[src/rtl/pkt_page_alloc.sv]
module pkt_page_alloc #(
  parameter int NUM_PAGES      = 8,
  parameter int UNITS_PER_PAGE = 4,
  parameter logic [7:0] SIZE_MULT = 8'd2
) (
  input  logic       clk,
  input  logic       rst_n,
  input  logic       host_wr,
  input  logic [1:0] host_addr,
  input  logic [7:0] host_wdata,
  output logic [7:0] host_rdata,
  input  logic       tx_req,
  output logic       tx_grant,
  output logic       tx_fail,
  input  logic       rx_req,
  output logic       rx_grant,
  output logic       rx_fail,
  output logic [$clog2(NUM_PAGES)-1:0] alloc_page,
  input  logic       rel_valid,
  input  logic [$clog2(NUM_PAGES)-1:0] rel_page,
  input  logic       alloc_reset
);
  localparam int PW = $clog2(NUM_PAGES);
  localparam int UW = $clog2(NUM_PAGES * UNITS_PER_PAGE + 1);
  localparam int CW = (UW > 9) ? UW : 9;

  logic [NUM_PAGES-1:0] free_map, rel_mask, alloc_mask;
  logic [7:0]    reserve;
  logic [PW:0]   free_pages;
  logic [CW-1:0] free_units, reserve_eff;
  logic [PW-1:0] pick;
  logic any_free, rx_ok, tx_take, rx_take, rx_turn;

  always_comb begin
    free_pages = '0;
    pick = '0;
    for (int i = NUM_PAGES - 1; i >= 0; i--) begin
      free_pages = free_pages + (PW+1)'(free_map[i]);
      if (free_map[i]) pick = PW'(i);
    end
  end

  assign free_units  = CW'(free_pages) * CW'(UNITS_PER_PAGE);
  assign reserve_eff = (reserve == 8'hFF) ? CW'(256)
                     : CW'((int'(reserve) / UNITS_PER_PAGE) * UNITS_PER_PAGE);
  assign rx_ok    = (reserve == 8'h00) || (free_units > reserve_eff);
  assign any_free = |free_map;
  assign rx_turn  = rx_req && !tx_req && !alloc_reset;
  assign tx_take  = tx_req && !alloc_reset && any_free;
  assign rx_take  = rx_turn && any_free && rx_ok;

  assign alloc_mask = (tx_take || rx_take) ? (NUM_PAGES'(1) << pick) : '0;
  assign rel_mask   = rel_valid ? (NUM_PAGES'(1) << rel_page) : '0;

  always_comb begin
    case (host_addr)
      2'd0:    host_rdata = reserve;
      2'd1:    host_rdata = SIZE_MULT;
      2'd2:    host_rdata = (free_units >= CW'(256)) ? 8'hFF : free_units[7:0];
      default: host_rdata = 8'h00;
    endcase
  end

  always_ff @(posedge clk or negedge rst_n) begin
    if (!rst_n) begin
      free_map   <= '1;
      reserve    <= 8'h00;
      tx_grant   <= 1'b0;
      tx_fail    <= 1'b0;
      rx_grant   <= 1'b0;
      rx_fail    <= 1'b0;
      alloc_page <= '0;
    end else begin
      if (host_wr && host_addr == 2'd0) reserve <= host_wdata;
      free_map <= alloc_reset ? '1 : ((free_map | rel_mask) & ~alloc_mask);
      tx_grant <= tx_take;
      tx_fail  <= tx_req && !alloc_reset && !any_free;
      rx_grant <= rx_take;
      rx_fail  <= rx_turn && !(any_free && rx_ok);
      if (tx_take || rx_take) alloc_page <= pick;
    end
  end

  assert_one_response_R8: assert property (@(posedge clk) disable iff (!rst_n)
    $onehot0({tx_grant, tx_fail, rx_grant, rx_fail}));

  assert_granted_page_taken_R3: assert property (@(posedge clk) disable iff (!rst_n)
    (tx_grant || rx_grant) |-> !free_map[alloc_page]);

  assert_rx_above_reserve_R5: assert property (@(posedge clk) disable iff (!rst_n)
    rx_grant |-> $past(reserve == 8'h00 || free_units > reserve_eff));

  assert_fail_when_empty_R7: assert property (@(posedge clk) disable iff (!rst_n)
    tx_fail |-> $past(free_map == '0));

  assert_reset_cmd_frees_R10: assert property (@(posedge clk) disable iff (!rst_n)
    $past(alloc_reset) |-> (&free_map && !tx_grant && !rx_grant && !tx_fail && !rx_fail));

  assert_reserve_kept_R10: assert property (@(posedge clk) disable iff (!rst_n)
    $past(alloc_reset && !(host_wr && host_addr == 2'd0)) |-> $stable(reserve));
endmodule

[config.mk]
export PLATFORM = sky130hd
export DESIGN_NAME = pkt_page_alloc
export DESIGN_NICKNAME = d
export VERILOG_FILES = /design/src/rtl/pkt_page_alloc.sv
export SDC_FILE = /design/constraint.sdc
export NUM_CORES = 1
export LEC_CHECK = 0
export ABC_AREA = 1
export ABC_CLOCK_PERIOD_IN_PS = 5000
export BUFFER_PORTS_ARGS = -buffer_cell sky130_fd_sc_hd__buf_4
export CORE_UTILIZATION = 35
export DETAILED_ROUTE_END_ITERATION = 7
export PLACE_DENSITY = 0.64
export REMOVE_ABC_BUFFERS = 1
export SLEW_MARGIN = 5
export SYNTH_ARGS = -nofsm -noshare
export SYNTH_HDL_FRONTEND = slang
export SYNTH_SLANG_ARGS = --single-unit
[constraint.sdc]
create_clock -name clk -period 5 [get_ports clk]
set_input_delay 0.5 -clock clk [delete_from_list [all_inputs] [get_ports clk]]
set_output_delay 0.5 -clock clk [all_outputs]
set_load 0.02 [all_outputs]
Yosys cells after proc, flatten, opt, wreduce, memory -nomap -nowiden. Index checks and enable logic that the tools add are counted.

Bits in registers: 23. Input port bits: 20.

Add/sub/neg operators: 7. Magnitude comparators: 2. Equal/unequal tests: 3. Shift-type cells: 2. Muxes and demuxes: 14. Bitwise operators: 3. Reductions and logical operators: 19.

Operator list (number): two-way mux 8 bit (4); two-way mux 3 bit (8); one-hot mux 8 bit (3 select lines) (1); adder 4 x 1 -> 4 bit (4); left shift 1 x 3 -> 8 bit, first input constant (2); logical AND 1 bit (10); >= comparator 6 x 9 -> 1 bit, second input constant (1); greater-than comparator 6 x 9 -> 1 bit (1); two-way mux 9 bit (1); AND 8 bit (1); equality test 8 bit, second input constant (1); logical NOT 8 bit (1); inverter 8 bit (1); bitwise OR 8 bit (1); OR reduction 8 bit (1); adder 3 x 1 -> 4 bit (1); logical NOT 1 bit (4); adder 2 x 1 -> 3 bit (1); adder 1 x 1 -> 2 bit (1); equality test 2 x 1 -> 1 bit, second input constant (1); equality test 2 bit, second input constant (1); logical NOT 2 bit (1); logical OR 1 bit (2).

Longest topological paths before layout.
Depth in word-level cells: 15. Depth in mapped cells: 22. Mapped depth without buffers: 21.

Worst setup path after synthesis. No wires, ideal clock.

Path type: register -> register. Start: register free_map[0]. End: register alloc_page[0]. Arrival time: 3.834 ns. Setup slack: 1.048 ns. Cell stages (with the launch flop): 22. Path buffers: 1. Clock period less this slack: 3.952 ns. Cells stage by stage: dfstp_2 inv_1 fa_1 fa_1 fa_1 inv_1 ha_1 inv_1 fa_1 xnor2_1 ha_1 a21oi_1 nand2_1 nand2_1 nand2_1 nand2_1 nand2_1 nand2_4 nand2_2 buf_6 nand3_1 nand2_1.

Cells in the longest elaborated chain, start to end: 5. Elaborated cells on any way between the ends: 9. Classes of those cells: 1 x add/sub; 1 x order compare; 1 x mux; 6 x reduce/logical.

Ends and longest elaborated chain: start, declared (line 27) `logic [NUM_PAGES-1:0] free_map, rel_mask, alloc_mask;`; start signal, assigned (line 75) `free_map <= alloc_reset ? '1 : ((free_map | rel_mask) & ~alloc_mask);`; adder 4 x 1 -> 4 bit (line 38) `free_pages = free_pages + (PW+1)'(free_map[i]);`; greater-than comparator 6 x 9 -> 1 bit (line 46) `assign rx_ok = (reserve == 8'h00) || (free_units > reserve_eff);`; logical OR 1 bit (line 46); logical AND 1 bit (line 50) `assign rx_take = rx_turn && any_free && rx_ok;`; logical OR 1 bit (line 80) `if (tx_take || rx_take) alloc_page <= pick;`; end signal, assigned (line 80); end, declared (line 18) `output logic [$clog2(NUM_PAGES)-1:0] alloc_page,`.

Parallel ways exist; a longest one is shown, timed or not. A chain may end at the register's enable or synchronous reset.

Worst setup path after layout.
Start: register free_map[0]. End: register free_map[2].

Cells in the longest elaborated chain, start to end: 9. Elaborated cells on any way between the ends: 14. Classes of those cells: 1 x add/sub; 1 x order compare; 1 x shift; 3 x mux; 2 x bitwise; 6 x reduce/logical.

Ends and longest elaborated chain: adder 4 x 1 -> 4 bit (line 38); greater-than comparator 6 x 9 -> 1 bit (line 46); logical OR 1 bit (line 46); logical AND 1 bit (line 50); logical OR 1 bit (line 52) `assign alloc_mask = (tx_take || rx_take) ? (NUM_PAGES'(1) << pick) : '0;`; two-way mux 8 bit (*) (line 52); inverter 8 bit (*) (line 75); AND 8 bit (*) (line 75); two-way mux 8 bit (*) (line 75).

Every way passes the cells marked *; elsewhere a longest branch is shown, timed or not.

==> results.tsv <==
metric	value	unit
outcome	finished clean	
clock tree sinks	23	
CP Max Fanout	11	
n_diodes	0	
CP arrival	4.42	ns
RR Startpoint	free_map[0]$_DFF_PN1_	
Mapped Area	1560	um^2
Remaining Overflow, GRT	0	
WL final	3520	um
Slowest-stage cell, CP	fa_1	
post-synth top area share	24.1	%
die area	4730	um^2
Nets	284	
post-route ant nets	0	
setup TNS	0	ns
Leakage	1.09	nW
Buf+Inv Stages, Crit Path	3	
worst-skew pair later-pin latency	0.26	ns
initial DRC count	46	
I/O pin total	35	
Yosys reg bits	23	
clk slew on worst S/H paths	0.08	ns
MaxCap Viol Count	0	
CP peak stage delay	0.57	ns
Slew headroom	69.4	%
TritonCTS Buffers	3	
pin count of the biggest net entering global routing	24	
routed len/inst	11.7	um
DRT Pass-1 Iters	5	
Worst Path Required	5.21	ns
vias in the first global route	1366	
Synth cell types	25	
number of H-tree levels	1	
PortBufs	34	
worst hold path type	primary input to asynchronous set/reset pin	
Syn Inst Count	215	
reg2reg path depth	21	
crit path capture type	flop	
RR Endpoint	free_map[2]$_DFF_PN1_	
Area Overhead vs Synth	22.3	%
HPWL Detailed	2910	um
period utilisation layout	84.2	%
vias per inst	4.76	
mean post-synth cell area	7.25	um^2
Tmin final	4.21	ns
Yosys warnings	0	
CTS root buf	clkbuf_8	
# DRC	0	
initial antenna violation count	0	
area of the core	4140	um^2
clock skew	0.00331	ns
Most common cell on crit path	nand2_1	
Die Y	68.7	um
global-route wire length before repair	5780	um
Starting Density	37.6	%
vias	1433	
post-cts resize count	0	
final core occ	46.0	%
cells along the critical path	inv_1, fa_1, fa_1, fa_1, inv_1, ha_1, inv_1, fa_1, xnor2_1, ha_1, a21oi_1, nand2_1, nand2_1, nand2_1, nand2_1, nand2_1, nand2_4, nand2_2, nand2_1, nand2_1, nand2_1	
Hold Fails Final Rpt	0	
worst setup path class	flop to flop	
share of layout cells above drive strength 1	23.9	%
hold buffers post-CTS	0	
Seq/Total Area, Yosys	37.6	%
Setup Fix Bufs, Post-CTS	0	
crit start category	flop	
Slew @ Worst Pin	0.458	ns
Slew Viols, Final	0	
Global Route Usage Sum	16.7	%
Site Rows	23	
Largest delay share family, worst path	adder cells	
maximum vdd drop	0.112	mV
RSZ-0062 raised after global routing	false	
die extent in x	68.7	um
Power Density	231	nW/um^2
CTS tree	done	
Fmax	0.238	GHz
top cells by area, synth	dfrtp_1, nand2_1, dfstp_2	
Final GP Congestion	0.881	
clk buf depth	2	
reg-to-reg slack, setup	0.79	ns
leading area contributor after synthesis	dfrtp_1	
Final Setup Violations	0	
## per-stage QoR
| stage | hold WS (ns) | std cells | setup slack, ns | cell area [um^2] | power (W) |
|---|---|---|---|---|---|
| finish | 0.120 | 301 | 0.791 | 1910 | 0.000441 |
| CTS | 0.127 | 301 | 0.761 | 1910 | 0.000448 |
| detailed placement | 0.417 | 297 | 0.771 | 1860 | 0.000331 |
| global placement | 0.414 | 297 | 0.922 | 1860 | 0.000328 |
| global route | 0.137 | 301 | 0.481 | 1910 | 0.000470 |
| floorplan | 0.204 | 213 | 1.09 | 1540 | 0.000283 |
## layer usage
layer	wire length, um	part of all wire, %	global-route usage (%)
met4	32	0.91	5.36
met2	1730	49	31.4
met5	0	0	0
met3	224	6.4	3.45
met1	1540	44	18.6
## cell families after synthesis
family	count (synthesis)	share of synthesized area, %
AO/OA/AOI/OAI	24	7.87
XOR/XNOR	1	0.562
adder cells (fa/ha/maj)	12	11.6
buffers and inverters	42	10.6
flip-flops	23	37.6
AND/OR/NAND/NOR	113	31.9
## synth_stat cells
cell type and n:
inv_1 32, dfrtp_1 15, nor2_4 1, buf_6 1, nor3b_1 1, nor2_2 1, nand2_1 65, nand3_1 10
o22ai_1 2, nor4_1 2, nor3_1 4, nand2_2 2, xnor2_1 1, ha_1 8, inv_2 8, nor2_1 22
nand2_4 1, a21oi_1 12, fa_1 4, nand4_1 2, clkbuf_1 1, nand3_2 1, o21ai_0 10, dfstp_2 8
nor3_4 1
## how the worst max path moves through the flow
| stage | from | cells past startpoint | end | slack, ns |
|---|---|---|---|---|
| final | free_map[0]$_DFF_PN1_ | 21 | free_map[2]$_DFF_PN1_ | 0.79 |
| after global routing | free_map[0]$_DFF_PN1_ | 21 | free_map[2]$_DFF_PN1_ | 0.48 |
| after CTS | free_map[0]$_DFF_PN1_ | 21 | free_map[3]$_DFF_PN1_ | 0.76 |
| after detailed placement | free_map[0]$_DFF_PN1_ | 21 | free_map[3]$_DFF_PN1_ | 0.77 |
| after global placement | free_map[0]$_DFF_PN1_ | 21 | free_map[3]$_DFF_PN1_ | 0.92 |
| after floorplan | free_map[0]$_DFF_PN1_ | 20 | alloc_page[0]$_DFFE_PN0P_ | 1.09 |
## state kept, by name (all words and copies together) (netlist names)
name,flops
rx_fail,1
tx_grant,1
free_map,8
reserve,8
rx_grant,1
alloc_page,3
tx_fail,1
## area by class of cell
class	instances	area, um^2
clock buffer	4	45.0
fill	444	2240
inverter	40	150
multi-input combinational	150	808
sequential	23	586
tap	50	62.6
timing repair buffer	34	255
## where the power goes
| group | switching (W) | internal [W] |
|---|---|---|
| Combinational | 0.0000721 | 0.0000471 |
| Clock | 0.0000577 | 0.0000568 |
| Sequential | 0.00000766 | 0.000200 |
## cells in the final DEF (no fill, tap or decap), drive strengths merged
| master | netlist | layout |
|---|---|---|
| nor4 | 2 | 2 |
| buf | 1 | 34 |
| ha | 8 | 8 |
| nor2 | 24 | 24 |
| fa | 4 | 4 |
| dfstp | 8 | 8 |
| xnor2 | 1 | 1 |
| nand3 | 11 | 11 |
| dfrtp | 15 | 15 |
| nand4 | 2 | 2 |
| a21oi | 12 | 12 |
| o21ai | 10 | 10 |
| inv | 40 | 40 |
| nor3 | 5 | 5 |
| clkbuf | 1 | 4 |
| nand2 | 68 | 68 |
| o22ai | 2 | 2 |
| nor3b | 1 | 1 |
## worst reg2reg max path, delay by kind of cell (launching register included)
| kind | cells | cell delay [ns] |
|---|---|---|
| flops | 1 | 0.54 |
| compound gates | 1 | 0.15 |
| xor+xnor | 1 | 0.22 |
| buf+inv | 3 | 0.22 |
| fa+ha+maj | 6 | 2.26 |
| simple gates | 10 | 0.77 |
Note: power is estimated with default switching activity, not from simulation.
